### config.mk
export PLATFORM = sky130hd
export DESIGN_NAME = seg_xlate_top
export DESIGN_NICKNAME = d
export VERILOG_FILES = /design/src/rtl/segx_pkg.sv /design/src/rtl/seg_decode.sv /design/src/rtl/fault_fmt.sv /design/src/rtl/seg_xlate_top.sv
export SDC_FILE = /design/constraint.sdc
export NUM_CORES = 1
export LEC_CHECK = 0
export BUFFER_PORTS_ARGS = -buffer_cell sky130_fd_sc_hd__buf_2
export CORE_MARGIN = 3
export CORE_UTILIZATION = 40
export DETAILED_ROUTE_END_ITERATION = 12
export GPL_ROUTABILITY_DRIVEN = 0
export GPL_TIMING_DRIVEN = 1
export SYNTH_ARGS = -nofsm -noshare
export SYNTH_HDL_FRONTEND = slang
export SYNTH_SLANG_ARGS = --single-unit
### constraint.sdc
create_clock -name clk -period 2.2 [get_ports clk]
set_input_delay 0.22 -clock clk [delete_from_list [all_inputs] [get_ports clk]]
set_output_delay 0.22 -clock clk [all_outputs]
set_load 0.02 [all_outputs]
### src/rtl/segx_pkg.sv
package segx_pkg;
  localparam int VA_W    = 32;
  localparam int ASID_W  = 8;
  localparam int VPN_LO  = 13;
  localparam int CTX_LO  = 4;
  localparam int CTX_HI  = CTX_LO + (VA_W - VPN_LO) - 1;

  localparam logic [VA_W-1:0] KSEG0_BASE = 32'h8000_0000;
  localparam logic [VA_W-1:0] KSEG1_BASE = 32'hA000_0000;
  localparam logic [VA_W-1:0] SSEG_BASE  = 32'hC000_0000;
  localparam logic [VA_W-1:0] KSEG3_BASE = 32'hE000_0000;

  typedef enum logic [1:0] {
    MODE_KERN = 2'b00, MODE_SUP = 2'b01, MODE_USER = 2'b10, MODE_USER_ALT = 2'b11
  } priv_mode_e;

  typedef enum logic [1:0] {
    LK_HIT = 2'd0, LK_NOMATCH = 2'd1, LK_INVALID = 2'd2, LK_MODIFY = 2'd3
  } lookup_res_e;

  typedef enum logic [2:0] {
    EXC_NONE = 3'd0, EXC_ADDR_LD = 3'd1, EXC_ADDR_ST = 3'd2,
    EXC_TLB_LD = 3'd3, EXC_TLB_ST = 3'd4, EXC_TLB_MOD = 3'd5
  } exc_kind_e;

  typedef enum logic [1:0] {
    ROUTE_DIRECT = 2'd0, ROUTE_LOOKUP = 2'd1, ROUTE_REFUSE = 2'd2
  } route_e;

  // Context update: page-number bits of the address land in the middle field
  function automatic logic [VA_W-1:0] ctx_merge(input logic [VA_W-1:0] ctx,
                                                 input logic [VA_W-1:0] va);
    logic [VA_W-1:0] r;
    r = ctx;
    r[CTX_HI:CTX_LO] = va[VA_W-1:VPN_LO];
    return r;
  endfunction

  // Entry-high update: address page number above, ASID kept below, gap zeroed
  function automatic logic [VA_W-1:0] ehi_merge(input logic [VA_W-1:0] ehi,
                                                 input logic [VA_W-1:0] va);
    logic [VA_W-1:0] r;
    r = '0;
    r[ASID_W-1:0] = ehi[ASID_W-1:0];
    r[VA_W-1:VPN_LO] = va[VA_W-1:VPN_LO];
    return r;
  endfunction
endpackage

### src/rtl/seg_decode.sv
module seg_decode
  import segx_pkg::*;
(
  input  logic [VA_W-1:0] va,
  input  logic [1:0]      mode,
  input  logic            err_level,
  output route_e          route,
  output logic [VA_W-1:0] direct_pa
);
  logic in_kern, in_sup;
  assign in_kern = (priv_mode_e'(mode) == MODE_KERN);
  assign in_sup  = (priv_mode_e'(mode) == MODE_SUP);

  always_comb begin
    route     = ROUTE_REFUSE;
    direct_pa = '0;
    if (va < KSEG0_BASE) begin
      route     = err_level ? ROUTE_DIRECT : ROUTE_LOOKUP;
      direct_pa = va;
    end else if (va < KSEG1_BASE) begin
      if (in_kern) begin
        route     = ROUTE_DIRECT;
        direct_pa = va - KSEG0_BASE;
      end
    end else if (va < SSEG_BASE) begin
      if (in_kern) begin
        route     = ROUTE_DIRECT;
        direct_pa = va - KSEG1_BASE;
      end
    end else if (va < KSEG3_BASE) begin
      if (in_kern || in_sup) route = ROUTE_LOOKUP;
    end else begin
      if (in_kern) route = ROUTE_LOOKUP;
    end
  end
endmodule

### src/rtl/fault_fmt.sv
module fault_fmt
  import segx_pkg::*;
(
  input  logic            refused,
  input  logic            from_lookup,
  input  logic [1:0]      lk_kind,
  input  logic            is_write,
  input  logic [VA_W-1:0] va,
  input  logic [VA_W-1:0] ehi_in,
  input  logic [VA_W-1:0] ctx_in,
  output logic            fault,
  output exc_kind_e       exc,
  output logic            refill,
  output logic [VA_W-1:0] bad_va,
  output logic [VA_W-1:0] ctx_out,
  output logic [VA_W-1:0] ehi_out
);
  always_comb begin
    exc    = EXC_NONE;
    refill = 1'b0;
    if (refused) begin
      exc = is_write ? EXC_ADDR_ST : EXC_ADDR_LD;
    end else if (from_lookup) begin
      unique case (lookup_res_e'(lk_kind))
        LK_HIT:     exc = EXC_NONE;
        LK_NOMATCH: begin
          exc    = is_write ? EXC_TLB_ST : EXC_TLB_LD;
          refill = 1'b1;
        end
        LK_INVALID: exc = is_write ? EXC_TLB_ST : EXC_TLB_LD;
        LK_MODIFY:  exc = EXC_TLB_MOD;
      endcase
    end
  end

  assign fault   = (exc != EXC_NONE);
  assign bad_va  = fault ? va : '0;
  assign ctx_out = fault ? ctx_merge(ctx_in, va) : ctx_in;
  assign ehi_out = fault ? ehi_merge(ehi_in, va) : ehi_in;
endmodule

### src/rtl/seg_xlate_top.sv
module seg_xlate_top
  import segx_pkg::*;
(
  input  logic        clk,
  input  logic        rst_n,
  input  logic        req_valid,
  input  logic [31:0] req_addr,
  input  logic        req_write,
  input  logic [1:0]  req_mode,
  input  logic        err_level,
  input  logic [31:0] entry_hi_in,
  input  logic [31:0] context_in,
  output logic        tlb_req_valid,
  output logic [31:0] tlb_req_addr,
  input  logic        tlb_rsp_valid,
  input  logic [1:0]  tlb_rsp_kind,
  input  logic [31:0] tlb_rsp_paddr,
  input  logic        tlb_rsp_wr_ok,
  output logic        rsp_valid,
  output logic [31:0] rsp_paddr,
  output logic        rsp_perm_rd,
  output logic        rsp_perm_wr,
  output logic        rsp_fault,
  output logic [2:0]  rsp_exc,
  output logic        rsp_refill,
  output logic [31:0] badaddr_out,
  output logic [31:0] context_out,
  output logic [31:0] entry_hi_out
);
  typedef enum logic {ST_IDLE = 1'b0, ST_WAIT = 1'b1} xl_state_e;

  xl_state_e       st;
  logic [VA_W-1:0] h_addr, h_ehi, h_ctx;
  logic            h_write;

  route_e          route;
  logic [VA_W-1:0] direct_pa;

  // Named events for the assertions
  logic accept, issue_lookup, finish_direct, finish_lookup, finish;

  seg_decode u_dec (
    .va        (req_addr),
    .mode      (req_mode),
    .err_level (err_level),
    .route     (route),
    .direct_pa (direct_pa)
  );

  assign accept        = req_valid && (st == ST_IDLE);
  assign issue_lookup  = accept && (route == ROUTE_LOOKUP);
  assign finish_direct = accept && (route != ROUTE_LOOKUP);
  assign finish_lookup = (st == ST_WAIT) && tlb_rsp_valid;
  assign finish        = finish_direct || finish_lookup;

  assign tlb_req_valid = issue_lookup;
  assign tlb_req_addr  = req_addr;

  // Source select for the fault formatter: live request or held request
  logic [VA_W-1:0] f_va, f_ehi, f_ctx;
  logic            f_write;
  assign f_va    = finish_lookup ? h_addr  : req_addr;
  assign f_ehi   = finish_lookup ? h_ehi   : entry_hi_in;
  assign f_ctx   = finish_lookup ? h_ctx   : context_in;
  assign f_write = finish_lookup ? h_write : req_write;

  logic            f_fault, f_refill;
  exc_kind_e       f_exc;
  logic [VA_W-1:0] f_bad, f_ctx_new, f_ehi_new;

  fault_fmt u_fmt (
    .refused     (finish_direct && (route == ROUTE_REFUSE)),
    .from_lookup (finish_lookup),
    .lk_kind     (tlb_rsp_kind),
    .is_write    (f_write),
    .va          (f_va),
    .ehi_in      (f_ehi),
    .ctx_in      (f_ctx),
    .fault       (f_fault),
    .exc         (f_exc),
    .refill      (f_refill),
    .bad_va      (f_bad),
    .ctx_out     (f_ctx_new),
    .ehi_out     (f_ehi_new)
  );

  always_ff @(posedge clk or negedge rst_n) begin
    if (!rst_n) begin
      st      <= ST_IDLE;
      h_addr  <= '0;
      h_ehi   <= '0;
      h_ctx   <= '0;
      h_write <= 1'b0;
    end else begin
      if (issue_lookup) begin
        st      <= ST_WAIT;
        h_addr  <= req_addr;
        h_ehi   <= entry_hi_in;
        h_ctx   <= context_in;
        h_write <= req_write;
      end else if (finish_lookup) begin
        st <= ST_IDLE;
      end
    end
  end

  always_ff @(posedge clk or negedge rst_n) begin
    if (!rst_n) begin
      rsp_valid    <= 1'b0;
      rsp_paddr    <= '0;
      rsp_perm_rd  <= 1'b0;
      rsp_perm_wr  <= 1'b0;
      rsp_fault    <= 1'b0;
      rsp_exc      <= EXC_NONE;
      rsp_refill   <= 1'b0;
      badaddr_out  <= '0;
      context_out  <= '0;
      entry_hi_out <= '0;
    end else begin
      rsp_valid <= finish;
      if (finish) begin
        rsp_fault    <= f_fault;
        rsp_exc      <= f_exc;
        rsp_refill   <= f_refill;
        badaddr_out  <= f_bad;
        context_out  <= f_ctx_new;
        entry_hi_out <= f_ehi_new;
        rsp_perm_rd  <= !f_fault;
        if (f_fault)            rsp_paddr <= '0;
        else if (finish_lookup) rsp_paddr <= tlb_rsp_paddr;
        else                    rsp_paddr <= direct_pa;
        rsp_perm_wr  <= !f_fault && (finish_lookup ? tlb_rsp_wr_ok : 1'b1);
      end
    end
  end

  // ---------------- assertions ----------------
  assert_fault_noperm_R5: assert property (@(posedge clk) disable iff (!rst_n)
    rsp_valid && rsp_fault |-> !rsp_perm_rd && !rsp_perm_wr && rsp_paddr == '0);

  assert_exc_fault_R6: assert property (@(posedge clk) disable iff (!rst_n)
    rsp_valid |-> (rsp_fault == (rsp_exc != 3'd0)));

  assert_refill_tlb_R6: assert property (@(posedge clk) disable iff (!rst_n)
    rsp_valid && rsp_refill |-> (rsp_exc == 3'd3 || rsp_exc == 3'd4));

  assert_ehi_gap_R8: assert property (@(posedge clk) disable iff (!rst_n)
    rsp_valid && rsp_fault |-> entry_hi_out[12:8] == 5'd0);

  assert_map_waits_R10: assert property (@(posedge clk) disable iff (!rst_n)
    tlb_req_valid |=> !rsp_valid);

  assert_wait_quiet_R10: assert property (@(posedge clk) disable iff (!rst_n)
    (st == ST_WAIT) && !tlb_rsp_valid |=> !rsp_valid && $stable(h_addr));
endmodule

==> summary.txt, run 1 <==
Outcome: complete, no violations
P_sw: 4.35 mW
Slew margin rel.: 0.558
Iter 0 DRT Violations: 446
Reg clk slew, reported paths: 0.06 ns
Post-synthesis sequential area ratio: 0.569
Max Fanout on Critical Path: 25
HP Class: in2reg
Area Overhead vs Synth: 38.0%
Max-cap violations: 0
Critical path's slowest cell: dfrtp_1
GRT Overall Usage: 0.201
Layout cells sized above 1: 0.339
Final setup TNS: 0 ns
RSZ-0062 raised after global routing: no
CP endpoint: tlb_req_valid
Nets: 1471
Crit start category: flip-flop
CP arrival: 1.84 ns
Clock Skew: 0.00837 ns
Post-DRT Antenna Nets: 0
Antenna violations before repair: 0
Worst-margin pin slew: 0.663 ns
Multi-input gate area: 3920 um^2
Ys Warns: 0
Mapped Cells: 933
TritonRoute pass-1 iters: 4
Leak: 7.27 nW
Crit. End Element: primary output
Cell taking the most area after synthesis: dfrtp_1
Syn_nets: 1075
FILL cells: 2198
Starting Density: 0.408
Cell variety after synth: 37
Share of power burned in registers: 0.430
R2R cell count: 6
Main area contributors after synthesis: dfrtp_1, nand2_1, mux2_2, mux2i_1, o21ai_0
H-tree depth: 1
Int Pwr: 9.33 mW
Clock root cell: clkbuf_16
CP Depth: 4
Post-Syn Area per Cell: 11.0 um^2
Die area: 27700 um^2
CTS resizes: 0
Fin. max-slew vios: 0
Vias in the first global route: 8488
Routed via count: 8300
Crit path buffers/inverters: 2
First-pass GRT wire length: 46100 um
Synthesized flop and latch total: 234
Drt via density: 4.95
Core area: 25300 um^2
Power Total: 13.7 mW
CP peak stage delay: 0.45 ns
Fin. Hold Viols: 0
Clock Sinks: 234
Top delay family on crit path: flip-flops
Routed WL per cell: 17.1 um
Power Density: 963 nW/um^2
Die height: 166 um
Maximum vdd ir drop: 0.662 mV
Total CTS buffers: 26
GRT overflow: 0
DP HPWL: 18600 um
Longest Clk Path Bufs: 3
Gate power share: 0.264
Final WL: 28600 um
Worst path required time: 1.98 ns
Share of the synthesized area in the top cell type: 0.569
Worst flop-to-flop path startpoint: st
Period utilization: 0.937
Worst setup startpoint: st
Max Clk Rate: 0.485 GHz
Crit path cell chain: nand2b_2 > nor2_4 > buf_12 > buf_2
Clock Latency Late Sink: 0.52 ns
Largest net degree at the start of global routing: 79
Register area: 5860 um^2
CTS tree: yes
Clock share of power: 0.305
Chip width: 166 um
# DRC: 0
R2r setup slk: 0.26 ns
I/O Buffers: 307
Final core utilization: 0.563
Ant. Diodes: 0
Post-Syn Area: 10300 um^2
Number of top-level pins: 308
Worst hold slack: 0.0126 ns
Reg2reg end: rsp_paddr[29]
CP Class: reg2out
Std cell rows: 58
Final setup fails: 0
Min Tclk post-route: 2.06 ns
Sw Ratio: 0.318
## registers in the layout, indices dropped and copies added (netlist names), 3 cells and up
| register | cells |
|---|---|
| h_ctx | 32 |
| context_out | 32 |
| entry_hi_out | 32 |
| badaddr_out | 32 |
| rsp_exc | 3 |
| h_ehi | 32 |
| rsp_paddr | 32 |
| h_addr | 32 |
## per-layer routing
layer | vias up | track usage | wire length, um
li1 | 3960 | - | -
met1 | 4044 | 0.260 | 12300
met2 | 248 | 0.343 | 13800
met3 | 48 | 0.0456 | 1860
met4 | 0 | 0.0534 | 643
met5 | - | 0 | 0
## how the worst min path moves through the flow
stage | startpoint | to | slack (ns) | cells after the start
6_report | tlb_rsp_paddr[21] | rsp_paddr[21] | 0.01 | 3
5_1_grt | tlb_rsp_wr_ok | rsp_perm_wr | 0.01 | 3
4_1_cts | tlb_rsp_wr_ok | rsp_perm_wr | 0.00009 | 3
3_5_place_dp | rst_n | context_out[8] | 0.27 | 1
3_3_place_gp | rst_n | h_ctx[8] | 0.27 | 1
2_1_floorplan | rst_n | badaddr_out[0] | -0.08 | 0
## cell type report
type | count | area share
Sequential cell | 234 | 0.412
Tap cell | 330 | 0.0291
Clock buffer | 38 | 0.0554
Multi-Input combinational cell | 603 | 0.276
Clock inverter | 7 | 0.00273
Timing Repair Buffer | 458 | 0.224
Inverter | 6 | 0.00158
## logic make-up (layout without fill, tap and decap cells)
logic type               Yosys count  count (layout)  synth area share
AO/OA/AOI/OAI                    182             182             0.109
adder cells (fa/ha/maj)            3               3           0.00365
buffers and inverters             96             509            0.0543
flip-flops                       234             234             0.569
multiplexers                     154             154             0.161
AND/OR/NAND/NOR                  264             264             0.103
## cell usage after synthesis (all sizes together)
| cell | n |
|---|---|
| buf | 66 |
| o22a | 1 |
| a21o | 2 |
| a211oi | 1 |
| o2bb2ai | 1 |
| nor3 | 3 |
| o21ai | 71 |
| a32o | 1 |
| o22ai | 1 |
| ha | 3 |
| o211ai | 36 |
| and3b | 1 |
| a22o | 6 |
| a221o | 3 |
| nor2 | 5 |
| a21oi | 38 |
| clkbuf | 24 |
| a21boi | 17 |
| mux2i | 58 |
| and3 | 1 |
| nor2b | 2 |
| nand2 | 233 |
| nand3 | 2 |
| mux2 | 96 |
| dfrtp | 234 |
| o31ai | 3 |
| o21a | 1 |
| and2 | 15 |
| nand2b | 2 |
| inv | 6 |
## metrics by stage
stage	worst slack, ns	instances	cell area, um^2
2_1_floorplan	0.562	933	10300
3_3_place_gp	0.239	1510	12200
3_5_place_dp	0.210	1510	12200
4_1_cts	0.0292	1675	14200
5_1_grt	0.0259	1676	14200
6_report	0.140	1676	14200
## what timing repair did
action,4_1_cts,5_1_grt
cloned,1,0
hold buffers,119,0
buffers inserted,0,1
pin swaps,0,1
hold endpoints to repair,197,0
setup endpoints to repair,1,1
## worst register-to-register path: stages (launching register included)
cell       delay [ns]
dfrtp_1          0.45
and2_2           0.39
nor2_1           0.12
o2bb2ai_4        0.24
buf_12           0.22
buf_4            0.18
o31ai_1          0.24
## power by group through the flow
stage / logic [mW] / registers (mW) / clock network (mW)
2_1_floorplan: 1.43 / 6.60 / 0
3_3_place_gp: 3.41 / 5.93 / 0
3_5_place_dp: 3.48 / 5.95 / 0
4_1_cts: 3.66 / 5.89 / 4.28
5_1_grt: 3.95 / 6.02 / 4.48
6_report: 3.62 / 5.88 / 4.18
## layout by cell type, fill, tap and decap left out, types with 2 or more instances in the layout
cell type,n
a22o_1,6
o211ai_1,36
o21ai_0,70
inv_1,6
a221o_1,3
nor3_1,3
ha_1,3
mux2_1,29
mux2_2,67
buf_4,17
mux2i_1,58
buf_2,306
nor2_1,4
clkbuf_8,7
a21oi_1,38
nand2_1,231
nand3_1,2
a21boi_0,16
o31ai_1,3
a21o_1,2
buf_12,14
clkbuf_1,4
clkinv_2,6
dfrtp_1,234
nor2b_1,2
clkbuf_16,27
and2_1,14
dlygate4sd3_1,119
Power figures use the tool's default switching activity.
==> run 2, diff against run 1 <==
BUFFER_PORTS_ARGS = default   (was -buffer_cell sky130_fd_sc_hd__buf_2)
DONT_BUFFER_PORTS = 1   (was default)
==> run 2 against run 1 <==
Compared with the run above: the run now ends with negative hold slack left; critical path depth is 1 higher; highest routed layer unchanged; utilization down 5.5 points; register-to-register slack lost 0.10 ns; first-iteration DRC count decreased by 13%; flip-flop and latch count is the same; sequential share of layout area up 4.5 points; maximum frequency grew 1.0%; critical endpoint is now rsp_paddr[30]; wire length down 7.0%; non-clock buffer count shrank 297.
==> summary.txt, run 2 (same netlist as run 1, synthesis figures left out) <==
Number of top-level pins: 308
Maximum vdd ir drop: 0.642 mV
H-tree depth: 1
GRT overflow: 0
Power Density: 1040 nW/um^2
Routed WL per cell: 19.3 um
GRT Overall Usage: 0.187
Leading cell type in the layout, fill and taps excluded: dfrtp_1
Largest net degree at the start of global routing: 235
Die height: 166 um
First-pass GRT wire length: 42700 um
Final WS setup: 0.160 ns
Fin. max-slew vios: 0
Final std cells w/o fill: 1382
Nets: 1174
Leak: 6.01 nW
Crit start category: flip-flop
Reg2reg end: rsp_paddr[30]
Std cell rows: 58
Layout cells sized above 1: 0.138
Worst path required time: 2.62 ns
Antenna violations before repair: 0
Chip width: 166 um
Final setup TNS: 0 ns
Post-DRT Antenna Nets: 0
Finished Cell Area: 12800 um^2
Reg clk slew, reported paths: 0.06 ns
Most frequent cells in the layout: dfrtp_1, nand2_1, dlygate4sd3_1
Area Overhead vs Synth: 24.5%
CP Depth: 5
Clock root cell: clkbuf_16
Die area: 27700 um^2
CP arrival: 2.46 ns
Crit path cell chain: and2_2 > buf_4 > a21oi_1 > dlygate4sd3_1 > o31ai_1
Slew margin rel.: 0.507
Drt via density: 5.21
Final setup fails: 0
CP peak stage delay: 0.56 ns
TritonRoute pass-1 iters: 4
Worst flop-to-flop path startpoint: st
# DRC: 0
Max-cap violations: 0
Dpl cell area: 10500 um^2
Failing checks: negative hold slack
Longest Clk Path Bufs: 3
CP Class: reg2reg
Clock Skew: 0.0143 ns
Total placed cells including tap cells: 1197
Top delay family on crit path: buffers and inverters
Final core utilization: 0.508
Outcome: finished with violations
Starting Density: 0.408
I/O Buffers: 0
Critical path's slowest cell: dlygate4sd3_1
Core area: 25300 um^2
Routed via count: 7195
Power Total: 13.3 mW
Post-CTS setup buffers: 0
Worst-margin pin slew: 0.740 ns
RSZ-0062 raised after global routing: no
Final WL: 26600 um
Worst hold slack: -0.607 ns
Fin. Hold Viols: 234
CTS tree: yes
Post-place setup slack: 0.269 ns
Vias in the first global route: 7345
Period utilization: 0.927
Crit path buffers/inverters: 2
CTS Hold Bufs: 137
R2R cell count: 5
DP HPWL: 16900 um
Crit. End Element: flip-flop
Min Tclk post-route: 2.04 ns
Total CTS buffers: 26
Max Clk Rate: 0.490 GHz
Max Fanout on Critical Path: 29
CTS resizes: 0
Worst setup startpoint: st
Ant. Diodes: 0
Clock Latency Late Sink: 0.52 ns
Clock Sinks: 234
R2r setup slk: 0.16 ns
Iter 0 DRT Violations: 390
HP Class: in2async
[run 2: cell count changes in the layout (fill, tap and decap cells not counted), sizes merged]
| cell | before | now |
|---|---|---|
| bufbuf | 1 | 0 |
| dlygate4sd3 | 119 | 137 |
| buf | 338 | 24 |
| clkinv | 7 | 6 |
| bufinv | 0 | 3 |
| clkbuf | 38 | 39 |
[run 2: power breakdown]
part	total, mW	internal (mW)	switching, mW
registers	6.79	5.34	1.44
clock network	4.65	2.89	1.76
logic	1.89	1.02	0.876
[run 2: worst max path at each step]
stage	to	slack [ns]
finish	rsp_paddr[30]	0.16
global route	rsp_paddr[30]	0.006
CTS	tlb_req_valid	0.13
detailed placement	entry_hi_out[8]	0.27
global placement	entry_hi_out[8]	0.31
floorplan	context_out[21]	0.56
[run 2: cell type report]
class / count / area, um^2
Fill cell: 2252 / 12400
Sequential cell: 234 / 5860
Multi-Input combinational cell: 603 / 3920
Timing Repair Buffer: 161 / 1680
Clock buffer: 39 / 811
Tap cell: 330 / 413
Clock inverter: 9 / 124
Inverter: 6 / 22.5
[run 2: routing by layer]
metal / part of all wire / global-route usage / vias up
met2: 0.46 / 0.298 / 229
met5: 0 / 0 / -
met3: 0.074 / 0.0515 / 53
li1: - / - / 3365
met1: 0.43 / 0.250 / 3548
met4: 0.030 / 0.0624 / 0
==> run 3, diff against run 2 <==
clock period = 1.9 ns   (was 2.2 ns; I/O delays follow)
==> run 3 against run 2 <==
Compared with the run above: the flow still finishes with violations (negative hold slack); highest routed layer unchanged; worst setup slack worse by 0.084 ns; maximum frequency is 12% higher; sequential power is 16% higher; clock skew is 0.0045 ns lower; first-iteration DRC count is 16% lower.
==> summary.txt, run 3 (same netlist as run 1, synthesis figures left out) <==
CP peak stage delay: 0.44 ns
FILL cells: 2178
Routed via count: 7268
Clock Sinks: 234
TritonRoute pass-1 iters: 4
Max-cap violations: 0
Worst path required time: 2.32 ns
GRT overflow: 0
# DRC: 0
DP HPWL: 17000 um
Top delay family on crit path: simple AND/OR/NAND/NOR gates
Ant. Diodes: 0
Area Overhead vs Synth: 25.8%
Clock root cell: clkbuf_16
Outcome: finished with violations
Longest Clk Path Bufs: 3
Std cell rows: 58
Leak: 6.08 nW
Chip width: 166 um
RSZ-0062 raised after global routing: no
Antenna violations before repair: 0
Power Density: 1190 nW/um^2
Worst hold slack: -0.639 ns
Starting Density: 0.408
GRT Overall Usage: 0.190
Failing checks: negative hold slack
Worst-margin pin slew: 0.423 ns
H-tree depth: 1
HP Class: in2async
Reg clk slew, reported paths: 0.06 ns
Max Clk Rate: 0.548 GHz
Layout cells sized above 1: 0.142
Clock Latency Late Sink: 0.52 ns
CP Class: reg2reg
Max Fanout on Critical Path: 26
Total placed cells including tap cells: 1198
Crit path cell chain: and2_2 > nor2_1 > o2bb2ai_4 > buf_12 > buf_4 > nand2_1 > o21ai_0
Total CTS buffers: 26
R2R cell count: 7
Vias in the first global route: 7760
Routed WL per cell: 19.3 um
Final std cells w/o fill: 1388
CTS tree: yes
Largest net degree at the start of global routing: 235
Drt via density: 5.24
Clock Skew: 0.00979 ns
Critical path's slowest cell: dfrtp_1
Nets: 1182
Die area: 27700 um^2
CTS Hold Bufs: 138
Min Tclk post-route: 1.82 ns
Die height: 166 um
Worst flop-to-flop path startpoint: st
Crit. End Element: flip-flop
Post-DRT Antenna Nets: 0
I/O Buffers: 0
Crit path buffers/inverters: 2
Most frequent cells in the layout: dfrtp_1, nand2_1, dlygate4sd3_1
Maximum vdd ir drop: 0.838 mV
Fin. Hold Viols: 234
Slew margin rel.: 0.718
Iter 0 DRT Violations: 327
First-pass GRT wire length: 43500 um
Period utilization: 0.960
Core area: 25300 um^2
Crit start category: flip-flop
Final setup TNS: 0 ns
R2r setup slk: 0.08 ns
Number of top-level pins: 308
Leading cell type in the layout, fill and taps excluded: dfrtp_1
Final setup fails: 0
Fin. max-slew vios: 0
Reg2reg end: rsp_paddr[4]
Final WL: 26700 um
CP arrival: 2.25 ns
## run 3: report_power, final
part / switching (mW) / internal [mW]
clock: 1.99 / 3.32
sequential: 1.68 / 6.19
combinational: 1.04 / 1.23
## run 3: area by class of cell
| cell class | count | area, um^2 | share of cell area |
|---|---|---|---|
| Clock buffer | 36 | 759 | 0.0586 |
| Clock inverter | 10 | 156 | 0.0121 |
| Inverter | 6 | 22.5 | 0.00174 |
| Multi-Input combinational cell | 603 | 3930 | 0.303 |
| Sequential cell | 234 | 5860 | 0.452 |
| Tap cell | 330 | 413 | 0.0319 |
| Timing Repair Buffer | 169 | 1820 | 0.141 |
## run 3: worst max-delay path by stage
stage,endpoint,cells past startpoint,from,slack [ns]
finish,rsp_paddr[4],7,st,0.08
global route,rsp_paddr[4],8,tlb_rsp_kind[0],0.002
CTS,rsp_paddr[30],5,st,0.04
detailed placement,context_out[30],6,st,0.02
global placement,rsp_paddr[1],7,st,0.13
floorplan,context_out[21],9,tlb_rsp_kind[0],0.29
## run 3: per-stage QoR
stage	utilization	instance area (um^2)	power, mW	setup WS, ns
floorplan	-	10300	9.29	0.292
global placement	0.419	10600	9.85	0.126
detailed placement	0.419	10600	9.95	0.0152
CTS	0.511	12900	15.6	0.0370
global route	0.513	13000	16.2	0.00170
finish	0.513	13000	15.5	0.0762
## run 3: repair_timing
item / CTS / global route
setup buffers: 2 / 3
pin swaps: 1 / 1
hold endpoints to repair: 457 / 234
gates resized for setup: 0 / 5
setup endpoints to repair: 1 / 96
cloned: 1 / 0
## run 3: routing by layer
metal	part of all wire	GRT usage
met2	0.47	0.313
met5	0	0
met1	0.42	0.241
met3	0.074	0.0560
met4	0.036	0.0667
